`src/rtl/boot_src_sel.sv`:
```
module boot_src_sel #(
  parameter int W = 8,
  parameter int N = 4,
  localparam int IW = $clog2(N)
) (
  input  logic          clk,
  input  logic          rst_n,
  input  logic          configured,
  input  logic          release_lock,
  input  logic [N-1:0]  in_valid,
  input  logic [N*W-1:0] in_data,
  output logic [N-1:0]  in_ready,
  output logic          out_valid,
  output logic [W-1:0]  out_data,
  input  logic          out_ready,
  output logic [IW-1:0] sel_idx,
  output logic          locked
);

  logic [IW-1:0] ptr;
  logic [IW-1:0] pick;
  logic          any_valid;
  logic          open_gate;

  assign any_valid = |in_valid;
  assign open_gate = locked && configured;

  always_comb begin
    pick = '0;
    for (int k = N - 1; k >= 0; k--) begin
      if (in_valid[(int'(ptr) + k) % N]) pick = IW'((int'(ptr) + k) % N);
    end
  end

  always_ff @(posedge clk or negedge rst_n) begin
    if (!rst_n) begin
      ptr     <= '0;
      locked  <= 1'b0;
      sel_idx <= '0;
    end else begin
      ptr <= IW'((int'(ptr) + 1) % N);
      if (locked && release_lock) begin
        locked <= 1'b0;
      end else if (!locked && configured && any_valid) begin
        locked  <= 1'b1;
        sel_idx <= pick;
      end
    end
  end

  for (genvar g = 0; g < N; g++) begin : g_rdy
    assign in_ready[g] = open_gate && (sel_idx == IW'(g)) && out_ready;
  end

  assign out_valid = open_gate && in_valid[sel_idx];
  assign out_data  = in_data[sel_idx*W +: W];

endmodule

```
`config.mk`:
```
export PLATFORM = sky130hd
export DESIGN_NAME = boot_src_sel
export DESIGN_NICKNAME = d
export VERILOG_FILES = /design/src/rtl/boot_src_sel.sv
export SDC_FILE = /design/constraint.sdc
export NUM_CORES = 1
export LEC_CHECK = 0
export BUFFER_PORTS_ARGS = -buffer_cell sky130_fd_sc_hd__buf_2
export CORE_MARGIN = 2
export CORE_UTILIZATION = 35
export DETAILED_ROUTE_END_ITERATION = 12
export GPL_ROUTABILITY_DRIVEN = 0
export HOLD_SLACK_MARGIN = 0.08
export PLACE_DENSITY = 0.9
export SETUP_SLACK_MARGIN = 0.1
export SLEW_MARGIN = 40
export SYNTH_ARGS = -nofsm -noshare
export SYNTH_HDL_FRONTEND = slang
export SYNTH_SLANG_ARGS = --single-unit
```
`constraint.sdc`:
```
create_clock -name clk -period 2.1 [get_ports clk]
set_input_delay 0.42 -clock clk [delete_from_list [all_inputs] [get_ports clk]]
set_output_delay 0.42 -clock clk [all_outputs]
set_load 0.02 [all_outputs]
```
=== Yosys cells after proc, flatten, opt, wreduce, memory -nomap -nowiden ===
Cells that the tools add are included.

* Bits of input ports: 41
* Logic and storage cells: 59
* Bits in registers: 5

* Magnitude comparators: 5
* Shifts and indexed selects: 1
* Add/subtract/negate cells: 3
* Reductions and logical operators: 21
* Equal/unequal tests: 3
* Bitwise operators: 4
* Multiplexer cells: 19

{| class="wikitable"
|+ Operators with widths
! kind !! number
|-
| 32-bit by 6-bit variable part select with 8-bit output || 1
|-
| 1-bit logical AND || 13
|-
| 3-bit by 4-bit less-than comparator with 1-bit output, second input constant || 3
|-
| 1-bit binary-select mux with 2-bit select || 5
|-
| 1-bit 2-to-1 mux || 10
|-
| 2-bit 2-to-1 mux || 4
|-
| 2-bit by 3-bit less-than comparator with 1-bit output, second input constant || 2
|-
| 2-bit OR reduction || 3
|-
| 2-bit adder, second input constant || 2
|-
| 2-bit == test, second input constant || 2
|-
| 4-bit OR reduction || 1
|-
| 1-bit bitwise AND, first input constant || 3
|-
| 2-bit by 1-bit adder with 2-bit output, second input constant || 1
|-
| 2-bit by 1-bit == test with 1-bit output, second input constant || 1
|-
| 2-bit zero test || 1
|-
| 2-bit AND reduction || 1
|-
| 2-bit nonzero test || 1
|-
| 1-bit zero test || 1
|-
| 1-bit NOT || 1
|}

=== Depth between registers and ports, before layout ===
Gate-level depths: netlist of run 1.

* Depth after elaboration: 10
* Gate-level depth with buffers: 3
* Gate-level depth less buffers: 3

=== Worst setup path after synthesis of run 1 ===
No wires, ideal clock.

* Kind: register to output
* From: register sel_idx[0]
* To: output out_valid
* Stages on the path, launching flop included: 3
* Setup slack: 0.369 ns
* Arrival: 1.311 ns
* Cell sequence: dfrtp_1 -> mux4_2 -> and3_1

* Cells in the longest elaborated chain, start to end: 3

{| class="wikitable"
|+ RTL lines
! element !! RTL line !! text
|-
| start: declaration || 16 || <nowiki>output logic [IW-1:0] sel_idx,</nowiki>
|-
| start signal: assignment || 46 || <nowiki>sel_idx <= pick;</nowiki>
|-
| 1-bit binary-select mux with 2-bit select || 55 || <nowiki>assign out_valid = open_gate && in_valid[sel_idx];</nowiki>
|-
| 1-bit 2-to-1 mux (implied by the code) || 55 ||
|-
| 1-bit logical AND || 55 ||
|-
| end: declaration || 13 || <nowiki>output logic out_valid,</nowiki>
|}

Every way passes these cells. The select of a mux whose other input is x is not followed.

=== Final worst setup path of run 1 ===
Ends and elaborated chain as after synthesis.

==> metrics.txt, run 1 <==
Slew Limit Fails=0; FF-to-FF path depth=3; Clock Pin Slew Worst Setup and Hold Paths=0.04 ns; Synth area leader=mux4_2; drt first pass iters=4; worst skew pair latency=0.24 ns; worst setup path category=flop to primary output; Congestion Overflow GR=0; Chip Width=42.4 um; period utilisation layout=93.1%; average cell area after synthesis=11.5 um2; crit path capture=out_valid; I/O pin cnt=57; Cell Chain, Critical Path=mux4_2, and3_1, buf_2; Largest stage delay, worst path=0.52 ns; Final HPWL DP=1500 um; CORE AREA=1330 um2; Starting Density=38.7%; initial drt markers=10; post-synth top area share=30.5%; Crit path depth=3; Seq/Total Area, Yosys=24.2%; slowest cell on the critical path=mux4_2; skew final=0.00457 ns; Setup WS post-layout=0.144 ns; crit end category=primary output; post-synth design cell area=517 um2; DRC Markers=0; Critical path origin=sel_idx[0]$_DFFE_PN0P_; post-DR wirelength/cell=15.4 um; CTS Sinks=5; final setup TNS=0 ns; syn nets=86; Worst Hold Class=input pin to flop; commonest non-fill, non-tap cell in the layout=buf_2; worst-path fanout max=6; min Tclk post-route=1.96 ns; # diodes=0; commonest cells after routing, fill and taps aside=56 x buf_2, 7 x mux4_2, 5 x inv_1; Worst-Margin Slew=0.376 ns; Fin. Hold Viols=0; Routed Antenna Nets=0; CTS tree=built; post-synthesis cell count=45; slew margin rel.=74.7%; Longest Clk Path Bufs=2; status=complete, no violations; placed cell count=116; vias in the first global route=700; f_max=511 MHz; CP top delay family=multiplexers; TritonCTS buffer count=3; # setup viols final=0; P&R area growth vs syn=68.5%; P_leak=0.456 nW; Yosys reg bits=5; Synth Warn #=0; Peak VDD IR=0.368 mV; via/cell ratio=5.49; IO buf count=56; max-cap violations=0; largest net degree at the start of global routing=12; initial antenna violation count=0; Critical Path Source Type=flop; count of cell types in the netlist=21; Required @ worst endpoint=1.68 ns; Root Driver=clkbuf_4; Reg2Reg Capture Point=sel_idx[1]$_DFFE_PN0P_; register-to-register setup slack=0.90 ns; die height=42.4 um; DP Worst Slack=0.241 ns; # H-tree levels=1; row cnt=13; Die ar.=1800 um2; P per Cell Area=698 nW/um2; share of layout cells above drive strength 1=65.7%; WL final=1900 um; GRT Total Usage=20.1%; post-route insts no fill=123; CP bufs+invs=1; Vias=675; unrepaired setup endpoints after global routing=false; CP arrival=1.54 ns; first-pass GRT wire length=2810 um; worst r2r src=locked$_DFFE_PN0P_; synth top area cells=mux4_2 31%, dfrtp_1 24%, mux4_1 10%, nor3_1 3.9%, inv_1 3.6%; Final nets=150; final core utilization=65.3%
## state kept, by name, indices dropped and copies added, names as in the netlist
name	flops
locked	1
sel_idx	2
ptr	2
## cell families after synthesis
logic type      Yosys count  share of synthesized area, %
buf+inv                   7                          6.78
flops                     5                          24.2
compound gates            9                          10.7
simple gates             13                          14.0
xor+xnor                  1                          1.70
mux                      10                          42.6
## stage by stage
| step | instance area, um2 | power, mW | hold WS (ns) |
|---|---|---|---|
| after floorplan | 517 | 0.357 | 0.124 |
| after global placement | 815 | 0.463 | 0.236 |
| after detailed placement | 815 | 0.478 | 0.236 |
| after CTS | 856 | 0.599 | 0.356 |
| after global routing | 871 | 0.642 | 0.348 |
| final | 871 | 0.608 | 0.361 |
## Yosys cell counts (all sizes together)
library cell,instances
a21oi,2
a221oi,1
and3,1
buf,2
dfrtp,5
inv,5
mux2i,1
mux4,9
nand2,1
nand2b,3
nand3,1
nor2b,1
nor3,4
nor4,1
o21ai,3
o22ai,1
o31ai,2
or2,1
xor2,1
## metal layers
layer / GRT usage, % / up-vias / part of all wire (%)
li1: - / 309 / -
met1: 18.7 / 325 / 35
met2: 39.7 / 35 / 55
met3: 5.60 / 6 / 8.4
met4: 8.13 / 0 / 1.8
met5: 0 / - / 0
## worst min path at each step
| stage | startpoint | cells past startpoint | end | slack (ns) |
|---|---|---|---|---|
| 2_1_floorplan | rst_n | 0 | locked$_DFFE_PN0P_ | 0.12 |
| 3_3_place_gp | rst_n | 1 | ptr[0]$_DFF_PN0_ | 0.24 |
| 3_5_place_dp | rst_n | 1 | ptr[0]$_DFF_PN0_ | 0.24 |
| 4_1_cts | release_lock | 2 | locked$_DFFE_PN0P_ | 0.36 |
| 5_1_grt | release_lock | 2 | locked$_DFFE_PN0P_ | 0.35 |
| 6_report | release_lock | 2 | locked$_DFFE_PN0P_ | 0.36 |
## final cells by class
class	instances	area, um2
clock buffer	4	26.3
fill	91	463
inverter	5	18.8
multi-input combinational	33	357
sequential	5	126
tap	15	18.8
timing repair buffer	61	324
## timing repair
| action | in CTS | in global routing |
|---|---|---|
| endpoints found under the setup margin | 6 | 6 |
| resized for setup | 2 | 0 |
| buffers inserted | 0 | 2 |
| hold buffers | 1 | 0 |
| endpoints found under the hold margin | 5 | 0 |
## power by group
group / internal (mW) / leakage [nW] / switching [mW]
clock network: 0.0718 / 0.0150 / 0.0396
registers: 0.110 / 0.0598 / 0.0198
logic: 0.180 / 0.381 / 0.187
total: 0.361 / 0.456 / 0.247
(Power assumes the default switching activity.)
==> inputs of run 2 (changes only) <==
- GPL_TIMING_DRIVEN: unset -> 0
- HOLD_SLACK_MARGIN: 0.08 -> unset
==> run 2 against run 1 <==
Via count up 2.1%. Non-clock buffer count unchanged. Power up 3.0%. Sequential power about the same. Utilization up 0.94 points. Critical path depth unchanged. Sequential share of layout area down 0.21 points. Global-route usage up 0.11 points. Count of clock-buffer cells in the layout unchanged. Hold slack worse by 0.0075 ns. First-iteration DRC count up 50%. Combinational power up 3%. Largest cell class unchanged. Highest routed layer unchanged.
==> metrics.txt, run 2 (same netlist as run 1, synthesis figures left out) <==
Slew Limit Fails=0 (unchanged); P per Cell Area=709 nW/um2 (+1.5%); Congestion Overflow GR=0 (unchanged); final setup TNS=0 ns (unchanged); CORE AREA=1330 um2 (unchanged); initial antenna violation count=0 (unchanged); CTS tree=built; drt first pass iters=4 (unchanged); CP arrival=1.55 ns (about the same); period utilisation layout=93.7% (+0.60 points); multi-input logic area=362 um2 (+1.4%); # H-tree levels=1 (unchanged); Worst Hold Class=input pin to flop; commonest non-fill, non-tap cell in the layout=buf_2; Critical Path Source Type=flop; Starting Density=38.7% (unchanged); P&R area growth vs syn=70.9%; row cnt=13 (unchanged); Final nets=150 (unchanged); worst skew pair latency=0.25 ns (about the same); DRC Markers=0 (unchanged); register-to-register setup slack=0.89 ns (about the same); Routed Antenna Nets=0 (unchanged); Die ar.=1800 um2 (unchanged); TritonCTS buffer count=3 (unchanged); # diodes=0 (unchanged); slowest cell on the critical path=mux4_2; biggest regs=ptr (2), sel_idx (2), locked (1); initial drt markers=15 (+5); DP Worst Slack=0.331 ns (+0.0900 ns); Longest Clk Path Bufs=2 (unchanged); hold path start=release_lock; crit end category=primary output; max-cap violations=0 (unchanged); min Tclk post-route=1.97 ns (+0.0125 ns); worst-path fanout max=9 (+3); I/O pin cnt=57 (unchanged); largest net degree at the start of global routing=11 (-1); Final HPWL DP=1530 um (+1.4%); Worst-Margin Slew=0.384 ns (+0.00845 ns); Chip Width=42.4 um (unchanged); die height=42.4 um (unchanged); status=complete, no violations; Vias=689 (+2.1%); Clock Pin Slew Worst Setup and Hold Paths=0.05 ns (about the same); Peak VDD IR=0.404 mV (+10%); f_max=508 MHz (-0.64%); Critical path origin=sel_idx[0]$_DFFE_PN0P_; CTS Sinks=5 (unchanged); P_leak=0.456 nW (about the same); # setup viols final=0 (unchanged); WL final=2120 um (+12%); post-DR wirelength/cell=17.2 um (+12%); Fin. Hold Viols=0 (unchanged); IO buf count=56 (unchanged); Required @ worst endpoint=1.68 ns (about the same); Root Driver=clkbuf_4; Largest stage delay, worst path=0.51 ns (about the same); first-pass GRT wire length=2700 um (-4.0%); skew final=0.00615 ns (+0.00158 ns); worst setup path category=flop to primary output; Cell Chain, Critical Path=buf_8, mux4_2, buf_2; share of layout cells above drive strength 1=66.7% (+0.93 points); vias in the first global route=653 (-6.7%); GRT Total Usage=20.2% (+0.11 points); Fillers=106 (+16%); worst r2r src=locked$_DFFE_PN0P_; slew margin rel.=74.1% (-0.57 points); Sequential Area=126 um2 (unchanged); via/cell ratio=5.60 (+2.1%); unrepaired setup endpoints after global routing=true; Setup WS post-layout=0.131 ns (-0.0125 ns); commonest cells after routing, fill and taps aside=56 x buf_2, 7 x mux4_2, 5 x inv_1
==> run 2: cell count changes in the layout (fill, tap and decap cells not counted) <==
cell,delta
buf_8,+1
buf_4,-1
and3_1,-1
and3_4,+1
==> run 2: layer usage <==
layer | GRT usage (%) | vias up | share of wire, %
met5 | 0 | - | 0
met4 | 16.3 | 0 | 4.5
met3 | 7.76 | 11 | 11
met2 | 35.1 | 48 | 48
met1 | 18.2 | 320 | 37
li1 | - | 310 | -
==> run 2: worst max-delay path, delay by kind of cell, from the launching register on <==
family                 cells  cell delay [ns]
DFF                        1             0.43
buffers and inverters      2             0.35
muxes                      1             0.51
==> run 2: stage by stage <==
stage | total power, mW | hold WS, ns | utilization, % | cell area [um2] | std cells
2_1_floorplan | 0.357 | 0.124 | - | 517 | 45
3_3_place_gp | 0.467 | 0.235 | 61.2 | 816 | 116
3_5_place_dp | 0.476 | 0.236 | 61.2 | 816 | 116
4_1_cts | 0.596 | 0.344 | 64.0 | 853 | 121
5_1_grt | 0.660 | 0.347 | 66.2 | 883 | 123
6_report | 0.626 | 0.354 | 66.2 | 883 | 123
==> run 2: final timing paths <==
kind / to / cells past startpoint
max: out_data[2] / 3
min: locked$_DFFE_PN0P_ / 2
max reg2reg: sel_idx[1]$_DFFE_PN0P_ / 3
min reg2reg: ptr[1]$_DFF_PN0_ / 1
max in group asynchronous: sel_idx[0]$_DFFE_PN0P_ / 2
min in group asynchronous: sel_idx[1]$_DFFE_PN0P_ / 2
==> run 2: final cells by class <==
| class | count | share of cell area (%) |
|---|---|---|
| multi-input cells | 33 | 40.9 |
| repair buffers | 59 | 35.3 |
| flip-flops and latches | 5 | 14.3 |
| clock buffers | 4 | 2.97 |
| plain buffers | 2 | 2.27 |
| inverters | 5 | 2.12 |
| well taps | 15 | 2.12 |
==> run 2: timing repair <==
| action | CTS | global route |
|---|---|---|
| buffers inserted | 0 | 2 |
| hold buffers | 1 | 0 |
| hold endpoints to repair | 5 | 0 |
| gates resized for setup | 1 | 4 |
| pin swaps | 0 | 0 |
| endpoints found under the setup margin | 7 | 7 |
==> run 2: power by group <==
part	leakage, nW	switching (mW)	total [mW]	internal (mW)
clock network	0.0150	0.0453	0.118	0.0722
logic	0.381	0.193	0.378	0.186
registers	0.0598	0.0209	0.130	0.109
